--- src/rtl/mb_pilot_aligner.sv ---
module mb_pilot_aligner #(
  parameter int MB_LEN      = 32,
  parameter int PILOT_W     = 5,
  parameter int EMB_POS     = 26,
  parameter int LOCK_HITS   = 3,
  parameter int LOSS_MISSES = 4
) (
  input  logic clk,
  input  logic rst_n,
  input  logic blk_valid,
  input  logic hdr_bit,
  output logic mb_start,
  output logic emb_end,
  output logic locked
);

  localparam int PW = $clog2(MB_LEN);
  localparam int HW = $clog2(LOCK_HITS + 1);
  localparam int MW = $clog2(LOSS_MISSES + 1);
  localparam logic [PW-1:0]      POS_LAST = PW'(MB_LEN - 1);
  localparam logic [PW-1:0]      POS_EMB  = PW'(EMB_POS);
  localparam logic [PILOT_W-1:0] PILOT    = PILOT_W'(1);
  localparam logic [HW-1:0]      HITS_FIN = HW'(LOCK_HITS - 1);
  localparam logic [MW-1:0]      MISS_FIN = MW'(LOSS_MISSES - 1);

  typedef enum logic [1:0] {HUNT, CONFIRM, TRACK} st_t;

  st_t               st_q;
  logic [PILOT_W-1:0] win_q;
  logic [PW-1:0]      pos_q;
  logic [HW-1:0]      hits_q;
  logic [MW-1:0]      miss_q;
  logic               emb_q;

  wire [PILOT_W-1:0] win_d = {win_q[PILOT_W-2:0], hdr_bit};
  wire hit     = blk_valid && (win_d == PILOT);
  wire at_end  = blk_valid && (st_q != HUNT) && (pos_q == POS_LAST);
  wire [PW-1:0] pos_inc = (pos_q == POS_LAST) ? '0 : pos_q + 1'b1;

  assign locked   = (st_q == TRACK);
  assign mb_start = locked && blk_valid && (pos_q == '0);
  assign emb_end  = locked && emb_q;

  always_ff @(posedge clk) begin
    if (!rst_n) begin
      st_q   <= HUNT;
      win_q  <= '1;
      pos_q  <= '0;
      hits_q <= '0;
      miss_q <= '0;
      emb_q  <= 1'b0;
    end else if (blk_valid) begin
      win_q <= win_d;
      if (st_q != HUNT && pos_q == POS_EMB)
        emb_q <= hdr_bit;
      case (st_q)
        HUNT: begin
          if (hit) begin
            st_q   <= CONFIRM;
            hits_q <= HW'(1);
            pos_q  <= '0;
          end
        end
        CONFIRM: begin
          pos_q <= pos_inc;
          if (at_end) begin
            if (!hit) begin
              st_q <= HUNT;
            end else if (hits_q == HITS_FIN) begin
              st_q   <= TRACK;
              miss_q <= '0;
            end else begin
              hits_q <= hits_q + 1'b1;
            end
          end
        end
        TRACK: begin
          pos_q <= pos_inc;
          if (at_end) begin
            if (hit)
              miss_q <= '0;
            else if (miss_q == MISS_FIN)
              st_q <= HUNT;
            else
              miss_q <= miss_q + 1'b1;
          end
        end
        default: st_q <= HUNT;
      endcase
    end
  end

  p_start_needs_lock_r6: assert property (@(posedge clk) disable iff (!rst_n)
    mb_start |-> locked);

  p_start_single_r6: assert property (@(posedge clk) disable iff (!rst_n)
    mb_start |=> !mb_start);

  p_emb_quiet_unlocked_r7: assert property (@(posedge clk) disable iff (!rst_n)
    !locked |-> !emb_end);

  p_idle_holds_r5: assert property (@(posedge clk) disable iff (!rst_n)
    !blk_valid |=> ($stable(locked) && $stable(emb_end)));

  p_lock_after_hit_r3: assert property (@(posedge clk) disable iff (!rst_n)
    $rose(locked) |-> $past(hit));

  p_drop_after_miss_r9: assert property (@(posedge clk) disable iff (!rst_n)
    $fell(locked) |-> $past(blk_valid && !hit));

endmodule

--- config.mk ---
export PLATFORM = sky130hd
export DESIGN_NAME = mb_pilot_aligner
export DESIGN_NICKNAME = d
export VERILOG_FILES = /design/src/rtl/mb_pilot_aligner.sv
export SDC_FILE = /design/constraint.sdc
export NUM_CORES = 1
export LEC_CHECK = 0
export BUFFER_PORTS_ARGS = -buffer_cell sky130_fd_sc_hd__buf_2
export CORE_MARGIN = 2
export CORE_UTILIZATION = 40
export CTS_CLUSTER_DIAMETER = 100
export DETAILED_ROUTE_END_ITERATION = 7
export PLACE_DENSITY = 0.53
export SYNTH_ARGS = -nofsm -noshare
export SYNTH_HDL_FRONTEND = slang
export SYNTH_SLANG_ARGS = --single-unit
--- constraint.sdc ---
create_clock -name clk -period 3.5 [get_ports clk]
set_input_delay 0.175 -clock clk [delete_from_list [all_inputs] [get_ports clk]]
set_output_delay 0.175 -clock clk [all_outputs]
set_load 0.005 [all_outputs]
==> out/qor.txt, run 1 <==
Run status: complete, no violations
Number of synthesized flops with an enable pin: 0
Most frequent cells in the layout: dfxtp_1, nand2_1, a21oi_1
Core area: 2480 sq um
Layout area overhead: 6.96%
Total clock sinks: 17
Most common cell after layout, fill and taps aside: dfxtp_1
Die X: 55.0 um
Starting Density: 0.421
Slew HR: 0.651
Lkg Pwr: 0.000397 uW
Worst-Skew Late Latency: 0.29 ns
Total CTS buffers: 3
Crit-path leading delay family: simple AND/OR/NAND/NOR gates
CP max stage cell: or4b_1
Hold Vio Cnt, Final: 0
Buffers added on ports: 6
WL/cell: 12.6 um
Yosys cell types: 38
Pwr Total: 317 uW
Antenna diodes: 0
IO Pins: 7
Die span in y: 55.0 um
Number of max-cap violations: 0
Clock skew: 0.00787 ns
Critical Path RT: 3.73 ns
Unrepaired setup endpoints after global routing: no
Fillers: 266
Yosys Warn Count: 0
Antenna Nets Post-Route: 0
Initial antenna violation count: 0
# nets final: 142
Root buf cell: clkbuf_4
DP Area: 1090 sq um
Most numerous cell on the critical path: ha_1
Fin crit period: 2.17 ns
Fmax: 0.461 GHz
Largest net degree at the start of global routing: 15
GRT Residual Overflow: 0
First-pass GRT wire length: 3.45 mm
Max VDD drop: 0.267 mV
CP max FO: 6
Crit end category: flip-flop
Rows: 18
Syn avg cell area: 8.76 sq um
Yosys reg bits: 17
Final critical-path share of the clock period: 0.620
Cell Chain, Critical Path: ha_1 > and3_1 > ha_1 > nand3b_1 > a211o_1 > or4b_1 > a21oi_1
Hold_ws: 0.141 ns
Cell Pwr Density: 284 nW/um^2
Ranking of synthesized cells by area: dfxtp_1, ha_1, mux2i_1
Hold_buf cts: 0
Share of layout cells above drive strength 1: 0.118
DIE AREA: 3030 sq um
DR pass1 iterations: 4
CTS tree: built
Post-CTS setup buffers: 0
Clock buffer depth: 2
Area of the mapped netlist: 1040 sq um
Measured slew at the worst slew-check pin: 0.521 ns
Setup_tns: 0 ns
Synth top area share: 0.327
Area leader, netlist: dfxtp_1
Detailed-route via count: 865
Worst path arrival time: 2.40 ns
Critical path launch point type: flip-flop
Final Wtd Congestion: 0.767
Crit-path max cell delay: 0.51 ns
Post-synth ARST share: 0
Resized Gates After CTS: 0
Gate count of the mapped netlist: 119
Seq/Total Area, Yosys: 0.327
Vias per inst: 5.51
Bufs and invs on worst path: 0
Vias in the first global route: 756
Net count after synthesis: 133
H-tree Lvls: 1
DP HPWL: 1.47 mm
Detailed Route Iter0 Violations: 10
Main flop type after synthesis: dfxtp_1
Hold WC Path Type: input pin to flip-flop
Total Routing Usage GR: 0.161
Final wirelength: 1.97 mm
Setup-failing EPs final: 0
DRC violations left: 0
CP Class: flip-flop to flip-flop
Final Cell Area: 1110 sq um
Clock slew at reported path FFs: 0.11 ns
Final Max Slew Viols: 0
==> cell families (layout without fill, tap and decap cells) <==
family / count (synthesis) / count (layout) / share of synthesized area
AO/OA/AOI/OAI: 27 / 27 / 0.155
adder cells (fa/ha/maj): 10 / 10 / 0.120
buffers and inverters: 11 / 19 / 0.0528
flip-flops: 17 / 17 / 0.327
multiplexers: 7 / 7 / 0.0672
AND/OR/NAND/NOR: 47 / 47 / 0.279
==> sequential cells by signal, summed over array words and instances, names as in the netlist <==
signal,flops
miss_q,3
win_q,4
pos_q,5
emb_q,1
hits_q,2
st_q,2
==> power by group <==
part	switching [uW]	internal, uW	total (uW)
clock	65.0	44.3	109
combinational	7.72	3.96	11.7
sequential	1.14	195	196
==> layout make-up <==
cell class                 count  area [sq um]  share of cell area
timing repair buffer           6          30.0              0.0269
tap                           30          37.5              0.0337
sequential                    17           340               0.305
multi-input combinational     91           647               0.580
inverter                       9          33.8              0.0303
clock buffer                   4          26.3              0.0236
==> routing by layer <==
layer	global-route usage	part of all wire
met5	0	0
met1	0.208	0.49
met3	0.0511	0.045
met4	0.0488	0.0096
met2	0.254	0.45
==> final timing paths <==
path,cells after the start,to,start,slack [ns]
max,7,miss_q[1],pos_q[0],1.33
min,2,win_q[0],rst_n,0.14
max reg2reg,7,miss_q[1],pos_q[0],1.33
min reg2reg,2,hits_q[1],hits_q[1],0.47
==> cells in the mapped netlist (2+ instances only) <==
cell type / count
or3_1: 2
inv_1: 8
a31oi_1: 2
dfxtp_1: 17
and4bb_2: 2
nand4b_1: 2
and2b_2: 2
or4_1: 4
o21ai_0: 7
a21boi_0: 2
a21oi_1: 11
nand2_1: 13
nand3_1: 2
nand2b_1: 2
ha_1: 10
nor3_1: 2
nor2_1: 4
mux2i_1: 7
==> per-stage QoR <==
stage | worst slack, ns | util | instances
2_1_floorplan | 1.53 | - | 119
3_3_place_gp | 1.43 | 0.439 | 153
3_5_place_dp | 1.37 | 0.439 | 153
4_1_cts | 1.34 | 0.450 | 157
5_1_grt | 1.19 | 0.450 | 157
6_report | 1.33 | 0.450 | 157
==> worst reg2reg max path, stage by stage (launching register included) <==
cell and delay [ns]:
dfxtp_1 0.42, ha_1 0.20, and3_1 0.17, ha_1 0.19
nand3b_1 0.11, a211o_1 0.36, or4b_1 0.51, a21oi_1 0.14
(Power assumes the default switching activity.)
==> run 2, diff against run 1 <==
--- a/config.mk
+++ b/config.mk
@@ -5,12 +5,13 @@
 export SDC_FILE = /design/constraint.sdc
 export NUM_CORES = 1
 export LEC_CHECK = 0
+export ABC_AREA = 1
 export BUFFER_PORTS_ARGS = -buffer_cell sky130_fd_sc_hd__buf_2
 export CORE_MARGIN = 2
 export CORE_UTILIZATION = 40
 export CTS_CLUSTER_DIAMETER = 100
 export DETAILED_ROUTE_END_ITERATION = 7
-export PLACE_DENSITY = 0.53
+export PLACE_DENSITY = 0.52
 export SYNTH_ARGS = -nofsm -noshare
 export SYNTH_HDL_FRONTEND = slang
 export SYNTH_SLANG_ARGS = --single-unit
==> constraint.sdc (replaced) <==
create_clock -name clk -period 2.3 [get_ports clk]
set_input_delay 0.115 -clock clk [delete_from_list [all_inputs] [get_ports clk]]
set_output_delay 0.115 -clock clk [all_outputs]
set_load 0.005 [all_outputs]
==> run 2 against run 1 <==
Effect of this change: register-to-register slack worse by 0.76 ns; worst hold slack worse by 0.066 ns; clock skew down 0.0014 ns; clock power up 50%; clock-buffer cell count unchanged; non-clock buffer count unchanged; highest routed layer unchanged.
==> out/qor.txt, run 2 <==
Final Wtd Congestion: 0.851 (+11%)
Seq/Total Area, Yosys: 0.287 (-0.0396)
Sw Pwr: 214 uW (+190%)
Setup-failing EPs final: 0 (unchanged)
Yosys Warn Count: 0 (unchanged)
Final wirelength: 2.41 mm (+22%)
Combinational share of power: 0.250 (+0.213)
Lkg Pwr: 0.000586 uW (+48%)
Share of layout cells above drive strength 1: 0.149 (+0.0308)
DRC violations left: 0 (unchanged)
Biggest regs: pos_q x5, win_q x4, miss_q x3
H-tree Lvls: 1 (unchanged)
Area of the mapped netlist: 1190 sq um (+14%)
Slew HR: 0.817 (+0.167)
Total clock sinks: 17 (unchanged)
Pint: 430 uW (+77%)
DP Area: 1240 sq um (+14%)
Hold WC Path Type: input pin to flip-flop
Antenna diodes: 0 (unchanged)
Total Routing Usage GR: 0.161 (+0.000425)
Post-synth ARST share: 0 (unchanged)
Fmax: 0.577 GHz (+25%)
Final Cell Area: 1270 sq um (+14%)
Crit end category: flip-flop
Measured slew at the worst slew-check pin: 0.271 ns (-0.250 ns)
Vias per inst: 4.84 (-12%)
GRT Residual Overflow: 0 (unchanged)
CTS tree: built
Fillers: 302 (+14%)
DR pass1 iterations: 4 (unchanged)
Seq. cell area: 340 sq um (unchanged)
Buffers added on ports: 6 (unchanged)
Layout area overhead: 6.75%
Detailed-route via count: 1060 (+23%)
DP HPWL: 1.89 mm (+29%)
Area occupied by multi-input gates: 718 sq um (+11%)
Final Util: 0.455 (+0.00524)
Reg with most FFs: pos_q
Top-count cell post-synth: nand2_1
Total CTS buffers: 3 (unchanged)
Most frequent cells in the layout: nand2_1, inv_1, nor2_1
IO Pins: 7 (unchanged)
Worst-Skew Late Latency: 0.29 ns (about the same)
Setup_tns: 0 ns (unchanged)
Number of max-cap violations: 0 (unchanged)
Worst path arrival time: 1.93 ns (-0.47 ns)
Synth top area share: 0.287 (-0.0396)
Cell Pwr Density: 509 nW/um^2 (+79%)
Initial antenna violation count: 0 (unchanged)
Critical Path RT: 2.49 ns (-1.24 ns)
Clock skew: 0.00650 ns (-0.00137 ns)
CP max FO: 5 (-1)
Root buf cell: clkbuf_4
GR Util met1: 0.217 (+0.00895)
Rows: 19 (+1)
Largest register FFs: 5 (unchanged)
Yosys reg bits: 17 (unchanged)
Resized Gates After CTS: 0 (unchanged)
Syn avg cell area: 6.59 sq um (-25%)
Busiest grt layer: met2
Largest net degree at the start of global routing: 13 (-2)
Area leader, netlist: dfxtp_1
CP Class: flip-flop to flip-flop
Detailed Route Iter0 Violations: 26 (+16)
Commonest cells post-synth: nand2_1, inv_1, nor2_1
First-pass GRT wire length: 4.23 mm (+23%)
Clock buffer depth: 2 (unchanged)
Ranking of synthesized cells by area: dfxtp_1, nand2_1, ha_1
Yosys cell types: 21 (-45%)
Met2 Use GR: 0.263 (+0.00927)
Unrepaired setup endpoints after global routing: no
Run status: complete, no violations
Clock share of power: 0.255 (-0.090)
Die X: 58.5 um (+6.2%)
Hold path depth: 3 (+1)
Starting Density: 0.426 (+0.00574)
WL/cell: 11.0 um (-12%)
Number of synthesized flops with an enable pin: 0 (unchanged)
Clock slew at reported path FFs: 0.11 ns (about the same)
Met3 GRT Util: 0.0198 (-0.0313)
Most common cell after layout, fill and taps aside: nand2_1
# nets final: 203 (+43%)
Post-CTS setup buffers: 0 (unchanged)
R2R cell count: 11 (+4)
Gate count of the mapped netlist: 180 (+51%)
Max VDD drop: 0.328 mV (+23%)
Fin crit period: 1.73 ns (-0.437 ns)
Die span in y: 58.5 um (+6.2%)
Final critical-path share of the clock period: 0.754 (+0.133)
Main flop type after synthesis: dfxtp_1
Hold_buf cts: 0 (unchanged)
Reg power frac: 0.495 (-0.123)
Final Max Slew Viols: 0 (unchanged)
Critical path launch point type: flip-flop
Vias in the first global route: 973 (+29%)
Antenna Nets Post-Route: 0 (unchanged)
Sw frac: 0.333 (+0.0995)
Core area: 2780 sq um (+12%)
Hold Vio Cnt, Final: 0 (unchanged)
Hold_ws: 0.0746 ns (-0.0659 ns)
DIE AREA: 3420 sq um (+13%)
Net count after synthesis: 194 (+46%)
-- run 2: layout make-up --
cell class | count | share of cell area
tap | 31 | 0.0306
multi-input combinational | 131 | 0.567
clock buffer | 4 | 0.0208
timing repair buffer | 6 | 0.0237
inverter | 30 | 0.0889
sequential | 17 | 0.269
-- run 2: path summary, 6_finish.rpt --
path                  start         to  slack [ns]
setup / recovery   pos_q[1]  miss_q[0]        0.57
hold / removal      hdr_bit   win_q[0]        0.07
setup reg to reg   pos_q[1]  miss_q[0]        0.57
hold reg to reg   miss_q[1]  miss_q[1]        0.49
-- run 2: cells by family (layout without fill, tap and decap cells) --
kind of cell,Yosys count,count (layout),synth area share
AND/OR/NAND/NOR,106,106,0.424
buffers and inverters,32,40,0.108
flip-flops,17,17,0.287
AO/OA/AOI/OAI,15,15,0.0760
adder cells (fa/ha/maj),10,10,0.105
-- run 2: power groups by stage --
stage	sequential, uW	clock (uW)	combinational, uW
after floorplan	324	0	129
after global placement	326	0	157
after detailed placement	326	0	161
after CTS	319	176	162
after global routing	321	177	186
final	319	164	161
-- run 2: through the flow --
step,std cells,total power (uW),worst slack (ns)
global route,219,684,0.319
detailed placement,215,487,0.588
finish,219,645,0.567
floorplan,180,453,0.757
CTS,219,657,0.566
global placement,215,483,0.627
-- run 2: metal layers --
layer,vias to the layer above,wire length (um),share of wire
met5,-,0,0
met1,468,1190,0.49
met2,17,1120,0.46
li1,573,-,-
met3,2,88,0.037
met4,0,17,0.0071
-- run 2: worst max-delay path, stage by stage (launching register included) --
cell	delay [ns]
dfxtp_1	0.41
ha_1	0.18
nand2_1	0.07
nor2_1	0.11
ha_1	0.19
nand3_2	0.11
o21ai_0	0.15
nand3_2	0.14
nor2_4	0.13
nand2_1	0.06
nand2_1	0.05
nor2_1	0.04
